--- config.mk ---
export PLATFORM = sky130hd
export DESIGN_NAME = supply_start_sequencer
export DESIGN_NICKNAME = d
export VERILOG_FILES = /design/src/rtl/supply_start_sequencer.sv
export SDC_FILE = /design/constraint.sdc
export NUM_CORES = 1
export LEC_CHECK = 0
export BUFFER_PORTS_ARGS = -buffer_cell sky130_fd_sc_hd__clkbuf_2
export CORE_MARGIN = 2
export CORE_UTILIZATION = 30
export DETAILED_ROUTE_END_ITERATION = 10
export PLACE_DENSITY = 0.45
export SETUP_SLACK_MARGIN = 0.02
export SYNTH_ARGS = -nofsm -noshare
export SYNTH_HDL_FRONTEND = slang
export SYNTH_SLANG_ARGS = --single-unit
--- constraint.sdc ---
create_clock -name clk -period 3.78 [get_ports clk]
set_input_delay 0.567 -clock clk [delete_from_list [all_inputs] [get_ports clk]]
set_output_delay 0.567 -clock clk [all_outputs]
set_load 0.05 [all_outputs]
--- src/rtl/supply_start_sequencer.sv ---
module supply_start_sequencer #(
  parameter int unsigned DLY_TICKS   = 34000,
  parameter int unsigned QUAL_TICKS  = 10000,
  parameter int unsigned BLANK_TICKS = 50000,
  parameter int unsigned OVP_TICKS   = 63000,
  parameter int unsigned UV_TICKS    = 42000
) (
  input  logic clk,
  input  logic rst_n,
  input  logic tick,
  input  logic vcc_gt_inh,
  input  logic vcc_gt_off,
  input  logic vcc_gt_on,
  input  logic vcc_gt_ovp,
  input  logic vcc_gt_rst,
  input  logic line_gt_start,
  input  logic line_gt_stop,
  output logic istart_lo_en,
  output logic istart_hi_en,
  output logic run_en,
  output logic ovp_latched
);

  localparam int DW = $clog2(DLY_TICKS + 1);
  localparam int QW = $clog2(QUAL_TICKS + 1);
  localparam int BW = $clog2(BLANK_TICKS + 1);
  localparam int OW = $clog2(OVP_TICKS + 1);
  localparam int UW = $clog2(UV_TICKS + 1);
  localparam logic [DW-1:0] DLY_L   = DW'(DLY_TICKS);
  localparam logic [QW-1:0] QUAL_L  = QW'(QUAL_TICKS);
  localparam logic [BW-1:0] BLANK_L = BW'(BLANK_TICKS);
  localparam logic [OW-1:0] OVP_L   = OW'(OVP_TICKS);
  localparam logic [UW-1:0] UV_L    = UW'(UV_TICKS);

  typedef enum logic [1:0] {S_CHARGE, S_ASSESS, S_RUN, S_FAULT} st_t;

  st_t st, nxt;
  logic [DW-1:0] dly_cnt;
  logic [QW-1:0] qual_cnt;
  logic [BW-1:0] blank_cnt;
  logic [OW-1:0] ovp_cnt;
  logic [UW-1:0] uv_cnt;

  wire judging    = (st == S_ASSESS) || (st == S_RUN);
  wire dly_full   = dly_cnt == DLY_L;
  wire qual_full  = qual_cnt == QUAL_L;
  wire blank_full = blank_cnt == BLANK_L;
  wire ovp_full   = ovp_cnt == OVP_L;
  wire uv_full    = uv_cnt == UV_L;

  assign istart_lo_en = (st == S_CHARGE) && !vcc_gt_inh;
  assign istart_hi_en = (st == S_CHARGE) && vcc_gt_inh;
  assign run_en       = st == S_RUN;
  assign ovp_latched  = st == S_FAULT;

  always_ff @(posedge clk) begin
    if (!rst_n || !judging) dly_cnt <= '0;
    else if (tick && !dly_full) dly_cnt <= dly_cnt + 1'b1;
  end

  always_ff @(posedge clk) begin
    if (!rst_n || !judging || !line_gt_start) qual_cnt <= '0;
    else if (tick && !qual_full) qual_cnt <= qual_cnt + 1'b1;
  end

  always_ff @(posedge clk) begin
    if (!rst_n || !judging || qual_full) blank_cnt <= '0;
    else if (tick && !line_gt_stop && !blank_full) blank_cnt <= blank_cnt + 1'b1;
  end

  always_ff @(posedge clk) begin
    if (!rst_n || !judging || vcc_gt_off) uv_cnt <= '0;
    else if (tick && !uv_full) uv_cnt <= uv_cnt + 1'b1;
  end

  always_ff @(posedge clk) begin
    if (!rst_n || (st == S_FAULT) || !vcc_gt_ovp) ovp_cnt <= '0;
    else if (tick && !ovp_full) ovp_cnt <= ovp_cnt + 1'b1;
  end

  always_comb begin
    nxt = st;
    case (st)
      S_CHARGE: if (vcc_gt_on) nxt = S_ASSESS;
      S_ASSESS: begin
        if (uv_full) nxt = S_CHARGE;
        else if (dly_full && qual_full && vcc_gt_off) nxt = S_RUN;
      end
      S_RUN: begin
        if (uv_full) nxt = S_CHARGE;
        else if (blank_full) nxt = S_ASSESS;
      end
      default: if (!vcc_gt_rst) nxt = S_CHARGE;
    endcase
    if (st != S_FAULT && ovp_full) nxt = S_FAULT;
  end

  always_ff @(posedge clk) begin
    if (!rst_n) st <= S_CHARGE;
    else st <= nxt;
  end

  p_one_current_r2: assert property (@(posedge clk) disable iff (!rst_n)
    !(istart_lo_en && istart_hi_en));
  p_on_stops_charge_r3: assert property (@(posedge clk) disable iff (!rst_n)
    (istart_lo_en || istart_hi_en) && vcc_gt_on && !ovp_full |=> !istart_lo_en && !istart_hi_en);
  p_run_no_current_r4: assert property (@(posedge clk) disable iff (!rst_n)
    run_en |-> !istart_lo_en && !istart_hi_en);
  p_run_needs_off_r4: assert property (@(posedge clk) disable iff (!rst_n)
    $rose(run_en) |-> $past(vcc_gt_off));
  p_fault_quiet_r8: assert property (@(posedge clk) disable iff (!rst_n)
    ovp_latched |-> !run_en && !istart_lo_en && !istart_hi_en);
  p_fault_holds_r8: assert property (@(posedge clk) disable iff (!rst_n)
    ovp_latched && vcc_gt_rst |=> ovp_latched);
  p_fault_exits_r8: assert property (@(posedge clk) disable iff (!rst_n)
    ovp_latched && !vcc_gt_rst |=> !ovp_latched);

endmodule

* After elaboration in Yosys (flattened, before gate mapping)
Index checks and enable logic that the tools add are counted.
** Word-level totals
- Bits in registers :: 80
- Bits of input ports :: 10
- Output and inout port bits :: 4
- Word-level logic and storage cells :: 63
** Operators by class
- Add/subtract/negate cells :: 5
- Equal/unequal tests :: 13
- Multiplexer cells :: 8
- Reduce and logical (&&, ||, !) cells :: 31
** Operators by type and width (number)
- $add 16x1->16 const B :: 4
- $eq 16x16->1 const B :: 4
- $add 14x1->14 const B :: 1
- $eq 14x14->1 const B :: 1
- $mux 2 :: 7
- $logic_and 1x1->1 :: 11
- $logic_not 1->1 :: 11
- $logic_or 1x1->1 :: 7
- $pmux 2 s3 :: 1
- $ne 5x1->1 const B :: 1
- $eq 2x2->1 const B :: 2
- $ne 4x1->1 const B :: 1
- $ne 4x2->1 const B :: 1
- $reduce_and 4->1 :: 1
- $ne 3x2->1 const B :: 1
- $eq 2x1->1 const B :: 1
- $logic_not 2->1 :: 1
- $ne 2x2->1 const B :: 1

* Longest topological paths before layout
- Depth in word-level cells :: 7
- Gate-level depth with buffers :: 8
- Depth with buffers taken out :: 7

* Worst setup path before layout
OpenSTA, ideal clock, no wires.
- Path type :: flip-flop to flip-flop
- Start point :: reg uv_cnt[0]
- End point :: reg st[1]
- Setup time :: 127 ps
- Data arrival time :: 2237 ps
- Path slack :: 1416 ps
- Cell stages (with the launch flop) :: 8
- Path buffers :: 0
- Cell sequence :: dfxtp_1 inv_1 ha_1 or4bb_1 o41a_1 and2_4 o311a_1 or3_1
** On the way
- Longest elaborated chain between the ends :: 4
- Elaborated cells between the ends (all ways) :: 8
- Those cells by class :: 3 x eq/ne; 4 x mux; 1 x reduce/logical
** RTL lines
- start: declaration :: line 42 : logic [UW-1:0] uv_cnt;
- start signal: assignment :: line 73 : else if (tick && !uv_full) uv_cnt <= uv_cnt + 1'b1;
- $eq 16x16->1 (*) :: line 49 : wire uv_full = uv_cnt == UV_L;
- $mux 2 (on tied branches) :: line 90, 86
- $pmux 2 s3 :: line 83 : case (st)
- $mux 2 :: line 95 : if (st != S_FAULT && ovp_full) nxt = S_FAULT;
- end signal: assignment :: line 100 : else st <= nxt;
- end: declaration :: line 37 : st_t st, nxt;
Every way passes the cells marked *; elsewhere a longest branch is shown, timed or not.
A chain may end at the register's enable or synchronous reset.

* Worst setup path after layout
Ends and elaborated chain as after synthesis.

==> results.ini <==
[worst_setup_path]
path_cells = inv_1, ha_1, or4bb_1, o41a_1, and2_4, o311a_1, or3_1
crit_type = reg2reg
reg2reg_from = uv_cnt[0]
worstPathRequired_ns = 4.00
worst_setup_path_start_kind = register
rr_worst_depth = 7
critPathArrivalTime_ns = 2.71
rrSetupSlack_ns = 1.29
worstReg2RegEnd = st[1]
path_max_fanout = 4
cpPeakStageDelay_ns = 0.57
cp-end-kind = register
cp_slowest_cell = or4bb_1

[sta]
fmax_mhz = 402
maxSlewHeadroom_pct = 42.8
period_share_pct = 65.8
fin_ws_ns = 1.29
drv_slew = 0
finClkSkew_ns = 0.00498
setup_tns_ns = 0
rsz0062_at_grt = no
tightest_slew_ns = 0.850
min_period_ns = 2.49
hold_viol = 0
setup_viol = 0

[clock_tree]
cts.sinks = 80
clk_pin_slew_ns = 0.06
cts_setup_buffers = 0
cts-root-buf = clkbuf_16
cts-resized-gates = 0
cts_tree = built
cts_max_path_buffers = 2
clk_latency_ns = 0.34
cts_hold_buffers = 0
htreeDepth = 3
cts_buffers = 9

[placement]
dp_slack_ns = 1.30
port_buffers = 13
gp_congestion = 0.808
hpwlAfterDp_mm = 6.03
post_dp_cell_area_um2 = 4260

[logic_synthesis]
synth_cells = 470
synth-seq-area-share_pct = 40.2
synth_fp_nets = 494
synthArstFlopShare_pct = 0
ys_seq_elements = 80
synth-main-ff-cell = dfxtp_1
syn-mean-instance-area_um2 = 8.49
syn-cell-area_um2 = 3990
yosysWarnings = 0
synth_cell_type_count = 44
synth_edf_count = 0

[floorplan]
rows = 42
ioPinCount = 14
die_w_um = 119
start_util_pct = 30.4
fp.dieH_um = 119
dieArea_um2 = 14200
core_um2 = 13100

[power]
switching_power_uw = 450
power_frac_clock_pct = 43.8
switching_share_pct = 24.8
p_leak_nw = 1.45
power_mw = 1.82
cellPowerDensity_nw_per_um2 = 402
seq_power_share_pct = 47.4
ir_worst_vdd_mv = 0.265
combinationalPowerShare_pct = 8.8
p_int_mw = 1.37

[route]
via_count = 3205
wl_per_cell_um = 12.8
firstDrtPassIters = 4
drcViolationCount = 0
first_iter_violations = 97
via_per_inst = 4.81
drt_wl_total_mm = 8.52
antenna_left = 0

[layout]
num_antenna_cells = 0
syn2layout_area_growth_pct = 13.4
final_nets = 509
final_cell_mix = dfxtp_1, nor2_1, nand2_1
final_common_cell = dfxtp_1
fin_area_um2 = 4520
final_layout_size_suffix_gt1_share_pct = 7.96

[run_status]
status = finished, final reports clean

[global_route]
grt_usage_pct = 12.7
grt_pass1_wl_mm = 14.4
antenna_found_initial = 0
grt_overflow = 0
grt_pass1_vias = 2994
grt_start_max_net_pins = 19

[worst_hold_path]
min_path_type = reg2reg
holdPathStages = 2
hold_end = ovp_cnt[15]
min-delay-start = ovp_cnt[15]

[job]
max_cap_violations = 0

[synth_stat cells (2+ instances only)]
master / instances / area (µm²)
a21oi_1: 22 / 110
and2_1: 5 / 31.3
and3_1: 10 / 62.6
and4_1: 5 / 43.8
clkbuf_1: 12 / 45.0
dfxtp_1: 80 / 1600
ha_1: 14 / 175
inv_1: 25 / 93.8
nand2_1: 34 / 128
nand3_1: 22 / 110
nand4_1: 25 / 156
nor2_1: 65 / 244
nor2b_1: 2 / 12.5
nor3_1: 11 / 55.1
nor3b_1: 2 / 15.0
nor4_1: 5 / 31.3
nor4b_1: 2 / 17.5
nor4bb_1: 5 / 50.1
o211ai_1: 2 / 15.0
o21ai_0: 15 / 75.1
o311a_1: 2 / 20.0
o31ai_1: 2 / 15.0
o41a_1: 2 / 22.5
or2_2: 3 / 18.8
or3_1: 17 / 106
or3b_2: 2 / 17.5
or4_1: 7 / 52.6
or4b_1: 3 / 30.0
xnor2_1: 24 / 210
xor2_1: 31 / 272
[layout make-up]
class	count	area, µm²
Tap cell	176	220
Clock buffer	16	262
Sequential cell	80	1600
Multi-Input combinational cell	352	2250
Inverter	25	93.8
Fill cell	1393	8610
Timing Repair Buffer	17	95.1
[kinds of logic (layout without fill, tap and decap cells)]
logic type	after synthesis	in the layout	share of synthesized area, %
xor gates and xnor gates	55	55	12.1
DFF	80	80	40.2
AOI/OAI and AO/OA	48	48	7.31
muxes	2	2	0.533
and+or+nand+nor	233	233	31.9
buffers and inverters	38	58	3.61
adders and majority gates	14	14	4.39
[through the flow]
step                hold slack [ns]  utilization (%)  std cells
floorplan                     0.452                -        470
global placement              0.466             32.4        650
detailed placement            0.472             32.4        650
CTS                           0.486             34.4        666
global route                  0.515             34.4        666
finish                        0.482             34.4        666
[critical path, delay by kind of cell (launching register included)]
kind,cells,cell delay [ns]
buffers and inverters,1,0.08
and+or+nand+nor,3,1.09
adders and majority gates,1,0.14
DFF,1,0.33
AOI/OAI and AO/OA,2,0.73
[sequential cells by signal (all words and copies together), names as in the netlist]
register / flops
blank_cnt: 16
ovp_cnt: 16
dly_cnt: 16
st: 2
uv_cnt: 16
qual_cnt: 14
[power groups by stage]
stage | Combinational (mW) | Clock (mW) | Sequential, mW
after floorplan | 0.115 | 0 | 0.879
after global placement | 0.158 | 0 | 0.881
after detailed placement | 0.161 | 0 | 0.882
after CTS | 0.162 | 0.831 | 0.863
after global routing | 0.177 | 0.861 | 0.864
final | 0.160 | 0.797 | 0.863
[metal layers]
metal,vias up,global-route usage (%),part of all wire (%)
met5,-,0,0
met4,0,3.53,1.1
met3,5,4.79,3.4
met2,36,19.6,44
met1,1492,16.7,52
li1,1672,-,-
[how the worst max path moves through the flow]
stage | from | to | slack, ns | depth (start not counted)
4_1_cts | uv_cnt[0] | st[1] | 1.29 | 7
3_3_place_gp | uv_cnt[0] | st[1] | 1.35 | 7
6_report | uv_cnt[0] | st[1] | 1.29 | 7
5_1_grt | uv_cnt[0] | st[1] | 1.18 | 7
2_1_floorplan | uv_cnt[0] | st[1] | 1.42 | 7
3_5_place_dp | uv_cnt[0] | st[1] | 1.30 | 7
Note: power is estimated with default switching activity, not from simulation.
